$ cat src/rtl/mbc_pkg.sv
package mbc_pkg;
    localparam int NBANK_DEF   = 6;
    localparam int WAIT_W      = 4;
    localparam int WADDR_W_DEF = 24;
    localparam int BANK_AW_DEF = 23;

    typedef enum logic [1:0] {
        STY_MEM       = 2'd0,
        STY_IO_SPLIT  = 2'd1,
        STY_IO_STROBE = 2'd2,
        STY_DUAL      = 2'd3
    } style_e;

    localparam logic [1:0] PW8  = 2'd0;
    localparam logic [1:0] PW16 = 2'd1;
    localparam logic [1:0] PW32 = 2'd2;

    typedef struct packed {
        logic              en;
        style_e            style;
        logic [1:0]        width;
        logic [WAIT_W-1:0] waits;
    } bank_cfg_t;

    localparam int CFG_W = $bits(bank_cfg_t);

    typedef enum logic [1:0] {SQ_IDLE, SQ_ACT, SQ_LAST, SQ_GAP} seq_e;

    // highest slice index for a port width
    function automatic logic [1:0] lanes_m1(input logic [1:0] w);
        case (w)
            PW8:     return 2'd3;
            PW16:    return 2'd1;
            default: return 2'd0;
        endcase
    endfunction

    // byte enables of the current slice moved onto the port's lanes
    function automatic logic [3:0] lane_mask(input logic [1:0] w, input logic [1:0] lane,
                                             input logic [3:0] be);
        case (w)
            PW8:     return {3'b000, be[lane]};
            PW16:    return {2'b00, (lane[0] ? be[3:2] : be[1:0])};
            default: return be;
        endcase
    endfunction

    function automatic logic [3:0] low_nibble(input logic [1:0] w, input logic [1:0] wlo,
                                              input logic [1:0] lane);
        case (w)
            PW8:     return {wlo, lane};
            PW16:    return {wlo, lane[0], 1'b0};
            default: return {wlo, 2'b00};
        endcase
    endfunction

    function automatic logic [1:0] beat_word(input logic sub, input logic [1:0] start,
                                             input logic [1:0] beat);
        return sub ? (start ^ beat) : (start + beat);
    endfunction
endpackage

$ cat src/rtl/mbc_cfg_regs.sv
module mbc_cfg_regs
    import mbc_pkg::*;
#(
    parameter int NBANK = NBANK_DEF,
    localparam int SEL_W = $clog2(NBANK)
) (
    input  logic                        clk,
    input  logic                        rst,
    input  logic                        wr_en,
    input  logic [SEL_W-1:0]            wr_sel,
    input  logic [CFG_W-1:0]            wr_data,
    output bank_cfg_t [NBANK-1:0]       cfg
);
    for (genvar g = 0; g < NBANK; g++) begin : g_bank
        always_ff @(posedge clk) begin
            if (rst)
                cfg[g] <= '0;
            else if (wr_en && wr_sel == SEL_W'(g))
                cfg[g] <= bank_cfg_t'(wr_data);
        end
    end
endmodule

$ cat src/rtl/mbc_decode.sv
module mbc_decode
    import mbc_pkg::*;
#(
    parameter int NBANK   = NBANK_DEF,
    parameter int WADDR_W = WADDR_W_DEF,
    parameter int BANK_AW = BANK_AW_DEF,
    localparam int SEL_W  = $clog2(NBANK),
    localparam int OFS_W  = BANK_AW - 2,
    localparam int FLD_W  = WADDR_W - OFS_W
) (
    input  logic [WADDR_W-1:0]      waddr,
    input  bank_cfg_t [NBANK-1:0]   cfg,
    output logic [SEL_W-1:0]        bank,
    output logic                    hit,
    output bank_cfg_t               sel_cfg
);
    logic [FLD_W-1:0] field;
    assign field = waddr[WADDR_W-1:OFS_W];
    assign bank  = SEL_W'(field);

    always_comb begin
        hit     = 1'b0;
        sel_cfg = '0;
        for (int i = 0; i < NBANK; i++) begin
            if (field == FLD_W'(i)) begin
                hit     = cfg[i].en;
                sel_cfg = cfg[i];
            end
        end
    end
endmodule

$ cat src/rtl/mbc_seq.sv
module mbc_seq
    import mbc_pkg::*;
#(
    parameter int NBANK   = NBANK_DEF,
    parameter int WADDR_W = WADDR_W_DEF,
    localparam int SEL_W  = $clog2(NBANK)
) (
    input  logic                clk,
    input  logic                rst,
    input  logic                req,
    input  logic                hit,
    input  logic [SEL_W-1:0]    bank_in,
    input  bank_cfg_t           cfg_in,
    input  logic [WADDR_W-1:0]  waddr_in,
    input  logic [3:0]          be_in,
    input  logic                wr_in,
    input  logic                dma_in,
    input  logic [1:0]          beats_in,
    input  logic                sub_in,
    input  logic                wait_n,
    output seq_e                st,
    output logic [SEL_W-1:0]    bank_q,
    output bank_cfg_t           cfg_q,
    output logic [WADDR_W-1:0]  waddr_q,
    output logic [3:0]          be_q,
    output logic                wr_q,
    output logic                dma_q,
    output logic [1:0]          lane_q,
    output logic [1:0]          wlo,
    output logic                ack,
    output logic                err
);
    logic [1:0]        beats_q, beat_q;
    logic              sub_q;
    logic [WAIT_W-1:0] cnt_q;
    seq_e              reload;

    assign reload = (cfg_q.waits == '0) ? SQ_LAST : SQ_ACT;
    assign ack    = (st == SQ_LAST) && wait_n;
    assign wlo    = beat_word(sub_q, waddr_q[1:0], beat_q);

    always_ff @(posedge clk) begin
        if (rst) begin
            st <= SQ_IDLE;  err <= 1'b0;  bank_q <= '0;  cfg_q <= '0;  waddr_q <= '0;
            be_q <= '0;  wr_q <= 1'b0;  dma_q <= 1'b0;  beats_q <= '0;  sub_q <= 1'b0;
            beat_q <= '0;  lane_q <= '0;  cnt_q <= '0;
        end else begin
            err <= 1'b0;
            unique case (st)
                SQ_IDLE: if (req) begin
                    if (hit) begin
                        bank_q <= bank_in;  cfg_q <= cfg_in;  waddr_q <= waddr_in;
                        be_q <= be_in;  wr_q <= wr_in;  dma_q <= dma_in;
                        beats_q <= beats_in;  sub_q <= sub_in;
                        beat_q <= '0;  lane_q <= '0;  cnt_q <= cfg_in.waits;
                        st <= (cfg_in.waits == '0) ? SQ_LAST : SQ_ACT;
                    end else begin
                        err <= 1'b1;
                    end
                end
                SQ_ACT: begin
                    cnt_q <= cnt_q - 1'b1;
                    if (cnt_q == WAIT_W'(1)) st <= SQ_LAST;
                end
                SQ_LAST: if (wait_n) begin
                    if (lane_q == lanes_m1(cfg_q.width)) begin
                        lane_q <= '0;
                        if (beat_q == beats_q) begin
                            st <= SQ_IDLE;
                        end else begin
                            beat_q <= beat_q + 1'b1;
                            cnt_q  <= cfg_q.waits;
                            st     <= reload;
                        end
                    end else begin
                        lane_q <= lane_q + 1'b1;
                        cnt_q  <= cfg_q.waits;
                        st     <= reload;
                    end
                end else if (cfg_q.style == STY_DUAL) begin
                    st <= SQ_GAP;
                end
                SQ_GAP: begin
                    cnt_q <= cfg_q.waits;
                    st    <= reload;
                end
                default: st <= SQ_IDLE;
            endcase
        end
    end

    assert_wait_hold_R4: assert property (@(posedge clk) disable iff (rst)
        (st == SQ_LAST && !wait_n && cfg_q.style != STY_DUAL)
        |=> (st == SQ_LAST && $stable(lane_q) && $stable(beat_q)));

    assert_dual_restart_R5: assert property (@(posedge clk) disable iff (rst)
        (st == SQ_LAST && !wait_n && cfg_q.style == STY_DUAL) |=> (st == SQ_GAP));

    assert_reject_idle_R2: assert property (@(posedge clk) disable iff (rst)
        err |-> (st == SQ_IDLE));
endmodule

$ cat src/rtl/mem_bus_ctrl.sv
module mem_bus_ctrl
    import mbc_pkg::*;
#(
    parameter int NBANK   = NBANK_DEF,
    parameter int WADDR_W = WADDR_W_DEF,
    parameter int BANK_AW = BANK_AW_DEF,
    localparam int SEL_W  = $clog2(NBANK)
) (
    input  logic                clk,
    input  logic                rst,
    input  logic                cfg_we,
    input  logic [SEL_W-1:0]    cfg_sel,
    input  logic [CFG_W-1:0]    cfg_wdata,
    input  logic                req,
    input  logic [WADDR_W-1:0]  req_waddr,
    input  logic [3:0]          req_be,
    input  logic                req_wr,
    input  logic                req_dma,
    input  logic [1:0]          req_beats,
    input  logic                req_sub,
    input  logic                bus_wait_n,
    output logic                busy,
    output logic                ack,
    output logic                err,
    output logic [BANK_AW-1:0]  bus_addr,
    output logic [NBANK-1:0]    cs_n,
    output logic                oe_n,
    output logic [3:0]          we_n,
    output logic                xcvr_oe_n,
    output logic                xcvr_dir_n,
    output logic                xcvr_dir_en
);
    bank_cfg_t [NBANK-1:0] cfg;
    bank_cfg_t             sel_cfg, cfg_q;
    logic [SEL_W-1:0]      dec_bank, bank_q;
    logic                  dec_hit, wr_q, dma_q, active;
    logic [WADDR_W-1:0]    waddr_q;
    logic [3:0]            be_q;
    logic [1:0]            lane_q, wlo;
    seq_e                  st;

    mbc_cfg_regs #(.NBANK(NBANK)) u_regs (
        .clk(clk), .rst(rst), .wr_en(cfg_we), .wr_sel(cfg_sel), .wr_data(cfg_wdata), .cfg(cfg));

    mbc_decode #(.NBANK(NBANK), .WADDR_W(WADDR_W), .BANK_AW(BANK_AW)) u_dec (
        .waddr(req_waddr), .cfg(cfg), .bank(dec_bank), .hit(dec_hit), .sel_cfg(sel_cfg));

    mbc_seq #(.NBANK(NBANK), .WADDR_W(WADDR_W)) u_seq (
        .clk(clk), .rst(rst), .req(req), .hit(dec_hit), .bank_in(dec_bank), .cfg_in(sel_cfg),
        .waddr_in(req_waddr), .be_in(req_be), .wr_in(req_wr), .dma_in(req_dma),
        .beats_in(req_beats), .sub_in(req_sub), .wait_n(bus_wait_n), .st(st),
        .bank_q(bank_q), .cfg_q(cfg_q), .waddr_q(waddr_q), .be_q(be_q), .wr_q(wr_q),
        .dma_q(dma_q), .lane_q(lane_q), .wlo(wlo), .ack(ack), .err(err));

    assign active = (st == SQ_ACT) || (st == SQ_LAST);
    assign busy   = (st != SQ_IDLE);

    for (genvar g = 0; g < NBANK; g++) begin : g_cs
        assign cs_n[g] = !(active && bank_q == SEL_W'(g));
    end

    assign bus_addr    = {waddr_q[BANK_AW-3:2], low_nibble(cfg_q.width, wlo, lane_q)};
    assign oe_n        = !(active && (!wr_q || cfg_q.style == STY_IO_STROBE));
    assign we_n        = (active && wr_q) ? ~lane_mask(cfg_q.width, lane_q, be_q) : 4'hF;
    assign xcvr_oe_n   = !active;
    assign xcvr_dir_en = active && dma_q;
    assign xcvr_dir_n  = !(active && dma_q && !wr_q);

    assert_one_cs_R1: assert property (@(posedge clk) disable iff (rst) $onehot0(~cs_n));

    assert_dir_idle_R10: assert property (@(posedge clk) disable iff (rst)
        !xcvr_dir_en |-> xcvr_dir_n);

    assert_dir_with_oe_R10: assert property (@(posedge clk) disable iff (rst)
        xcvr_dir_en |-> !xcvr_oe_n);

    assert_narrow_we_R7: assert property (@(posedge clk) disable iff (rst)
        (!(&cs_n) && cfg_q.width == PW8) |-> (we_n[3:1] == 3'b111));
endmodule

$ cat config.mk
export PLATFORM = sky130hd
export DESIGN_NAME = mem_bus_ctrl
export DESIGN_NICKNAME = d
export VERILOG_FILES = /design/src/rtl/mbc_pkg.sv /design/src/rtl/mbc_cfg_regs.sv /design/src/rtl/mbc_decode.sv /design/src/rtl/mbc_seq.sv /design/src/rtl/mem_bus_ctrl.sv
export SDC_FILE = /design/constraint.sdc
export NUM_CORES = 1
export LEC_CHECK = 0
export BUFFER_PORTS_ARGS = -buffer_cell sky130_fd_sc_hd__buf_2
export CORE_MARGIN = 1
export CORE_UTILIZATION = 40
export DETAILED_ROUTE_END_ITERATION = 7
export PLACE_DENSITY = 0.65
export SETUP_SLACK_MARGIN = 0.3
export SYNTH_ARGS = -nofsm -noshare
export SYNTH_HDL_FRONTEND = slang
export SYNTH_SLANG_ARGS = --single-unit
$ cat constraint.sdc
create_clock -name clk -period 2.6 [get_ports clk]
set_clock_uncertainty 0.15 [all_clocks]
set_input_delay 0.13 -clock clk [delete_from_list [all_inputs] [get_ports clk]]
set_output_delay 0.13 -clock clk [all_outputs]
set_load 0.01 [all_outputs]
==> out/results.tsv <==
metric	value	unit
status	finished, final reports clean	
Clock Tree Root	clkbuf_16	
worst-margin pin slew	0.656	ns
register share of total power	0.448	
sequential area share after synthesis	0.409	
I/O pin total	90	
crit-path max cell delay	0.39	ns
Num Clock Sinks	106	
Overflow after GRT	0	
CP Max Fanout	10	
DP Wirelength	9610	µm
main flop type after synthesis	dfxtp_1	
area grow syn2layout	22.3	%
DR vias/cell	5.22	
P per Cell Area	607	mW/mm²
Cell Rows	41	
Comb power frac	0.179	
Slowest-stage cell, CP	dfxtp_2	
Finished Core Util	0.503	
Worst path top cell family by delay	compound AO/OA/AOI/OAI gates	
synth warn	0	
largest net degree at the start of global routing	62	
CORE AREA	0.0126	mm²
Mapped Cells	669	
Async S/R FF share, synth	0	
Initial Utilization	0.411	
clk_lat worst skew	0.35	ns
die area	0.0134	mm²
FILL cells	1231	
hold_sp	req_waddr[23]	
distinct cell type count after synthesis	59	
total track usage	0.209	
Final nets	818	
Achievable Freq	456	MHz
Avg Cell Area, Syn	7.75	µm²
total number of vias	4877	
Final ANT Viol Nets	0	
wirelength, routed	13800	µm
die width	116	µm
Place WS	0.309	ns
max_slew headroom	0.561	
cells along the critical path	inv_1, ha_2, nor2b_1, a31o_2, a221oi_4, mux2_2, nor2_1	
clock network power share	0.372	
CP startpoint kind	register	
WP data required	2.75	ns
Syn Nets	728	
port bufs	89	
WP buf/inv	1	
H-tree depth	3	
CTS tree	yes	
VDD IR max	0.000467	V
Worst Path Arrival	2.34	ns
Critical Setup Path Class	reg2reg	
clock slew at reported path FFs	0.07	ns
final period utilization	0.843	
worst-case clock buffer depth	2	
setup TNS	0	ns
first-pass GRT wire length	22000	µm
number of synthesized flops with an enable pin	0	
Cell Area, Synth	0.00519	mm²
launch point of the worst reg-to-reg path	u_seq.st[1]	
vias in the first global route	4533	
fin crit period	2.19	ns
Die H	116	µm
drt first pass iters	4	
Antenna diodes	0	
GPL Wtd Cong	0.896	
P_leak	0.00239	µW
max cap viols	0	
initial antenna violation count	0	
register area	0.00212	mm²
Slew Limit Fails	0	
Pint	2810	µW
worst min-delay path class	in2reg	
Worst Setup SP	u_seq.st[1]	
share of layout cells above drive strength 1	0.186	
Seq cells post-synth	106	
RSZ-0062 raised after global routing	true	
CTS buffer count	9	
Multi-input gate area	0.00270	mm²
Final Hold Vio Count	0	
switching fraction of total power	0.269	
worst setup margin	0.408	ns
Psw	1040	µW
initial DRC count	332	
WL/cell	14.8	µm
critical path capture point type	register	
Residual DRC	0	
Setup violations, final	0	
cell usage after synthesis (all sizes together), types with 3 or more instances:
cell type / count / area share
mux4: 3 / 0.013
nor2: 23 / 0.017
and3: 5 / 0.0070
a221o: 3 / 0.0058
a21oi: 108 / 0.10
dfxtp: 106 / 0.41
a211oi: 7 / 0.012
mux2: 5 / 0.011
nor3: 3 / 0.0029
clkbuf: 25 / 0.018
o211ai: 5 / 0.0072
nor3b: 3 / 0.0043
inv: 16 / 0.012
ha: 9 / 0.022
o21ai: 16 / 0.015
nand2: 195 / 0.14
nand2b: 8 / 0.0096
a31o: 3 / 0.0051
buf: 37 / 0.046
nor2b: 12 / 0.014
or2: 3 / 0.0036
nand4: 4 / 0.0048
and2: 4 / 0.0048
xnor2: 6 / 0.010
mux2i: 11 / 0.021
nand3: 14 / 0.014
state kept, by name (all words and copies together), names as in the netlist:
register and flops:
u_regs.cfg 54, u_seq.bank_q 3, u_seq.be_q 4, u_seq.beat_q 2, u_seq.beats_q 2, u_seq.cfg_q 8
u_seq.cnt_q 4, u_seq.dma_q 1, u_seq.err 1, u_seq.lane_q 2, u_seq.st 2, u_seq.sub_q 1
u_seq.waddr_q 21, u_seq.wr_q 1
power groups by stage:
stage | clock [µW] | sequential [µW] | combinational, µW
2_1_floorplan | 0 | 1750 | 447
3_3_place_gp | 0 | 1760 | 603
3_5_place_dp | 0 | 1760 | 620
4_1_cts | 1460 | 1730 | 672
5_1_grt | 1530 | 1730 | 757
6_report | 1430 | 1730 | 691
timing repair:
item | in CTS | in global routing
cloned | 0 | 1
hold buffers | 39 | 0
setup buffers | 0 | 2
endpoints found under the setup margin | 2 | 20
endpoints found under the hold margin | 84 | 0
gates resized for setup | 1 | 4
pin swaps | 0 | 1
worst paths after layout:
kind                                     endpoint  slack (ns)  cells after the start
worst max register to register     u_seq.cnt_q[1]        0.41                      7
worst min-delay path              u_seq.bank_q[2]        0.03                      3
worst max-delay path               u_seq.cnt_q[1]        0.41                      7
worst min register to register  u_seq.waddr_q[15]        0.30                      2
placed cells by master, fill, tap and decap left out, types with 3 or more instances in the layout:
cell type,netlist,routed
a211oi_1,5,5
a21oi_1,107,107
a221o_1,3,3
a31o_2,3,3
and2_1,4,4
and3_1,4,4
buf_2,15,89
buf_4,20,11
clkbuf_16,0,9
dfxtp_1,106,104
dlygate4sd3_1,0,39
ha_1,9,7
inv_1,16,16
mux2_2,5,5
mux2i_1,11,11
mux4_2,3,3
nand2_1,195,195
nand2b_1,8,8
nand3_1,14,14
nand4_1,4,4
nor2_1,23,23
nor2b_1,12,12
nor3_1,3,3
nor3b_1,3,3
o211ai_1,5,5
o21ai_0,16,16
or2_2,3,3
xnor2_1,6,6
through the flow:
stage,total power [µW],cell area (µm²),hold slack (ns),cells
floorplan,2200,5190,0.116,669
global placement,2360,5600,0.221,878
detailed placement,2380,5600,0.229,878
CTS,3860,6300,0.00154,932
global route,4020,6340,0.0402,935
finish,3850,6340,0.0316,935
cell type report:
class,instances,area share
Inverter,16,0.00947
Clock inverter,5,0.0124
Tap cell,172,0.0339
Timing Repair Buffer,140,0.148
Multi-Input combinational cell,486,0.425
Sequential cell,106,0.335
Clock buffer,10,0.0361
worst register-to-register path, delay by kind of cell, from the launching register on:
family,cells,cell delay (ns)
buf+inv,1,0.11
fa+ha+maj,1,0.29
simple gates,2,0.25
flops,1,0.39
compound gates,2,0.58
mux,1,0.38
cell families (layout without fill, tap and decap cells):
| family | count (synthesis) | after routing | share of synthesized area |
|---|---|---|---|
| simple gates | 286 | 286 | 0.243 |
| compound gates | 163 | 164 | 0.192 |
| flops | 106 | 106 | 0.409 |
| buf+inv | 78 | 171 | 0.0760 |
| mux | 19 | 19 | 0.0451 |
| fa+ha+maj | 9 | 9 | 0.0217 |
| xor+xnor | 8 | 8 | 0.0135 |
routing by layer:
metal  wire (µm)  GRT usage  up-vias
met5           0          0        -
met4         168     0.0538        0
met3         785     0.0492       17
met2        6720      0.357      132
met1        6140      0.266     2294
li1            -          -     2434
Note: power is estimated with default switching activity, not from simulation.
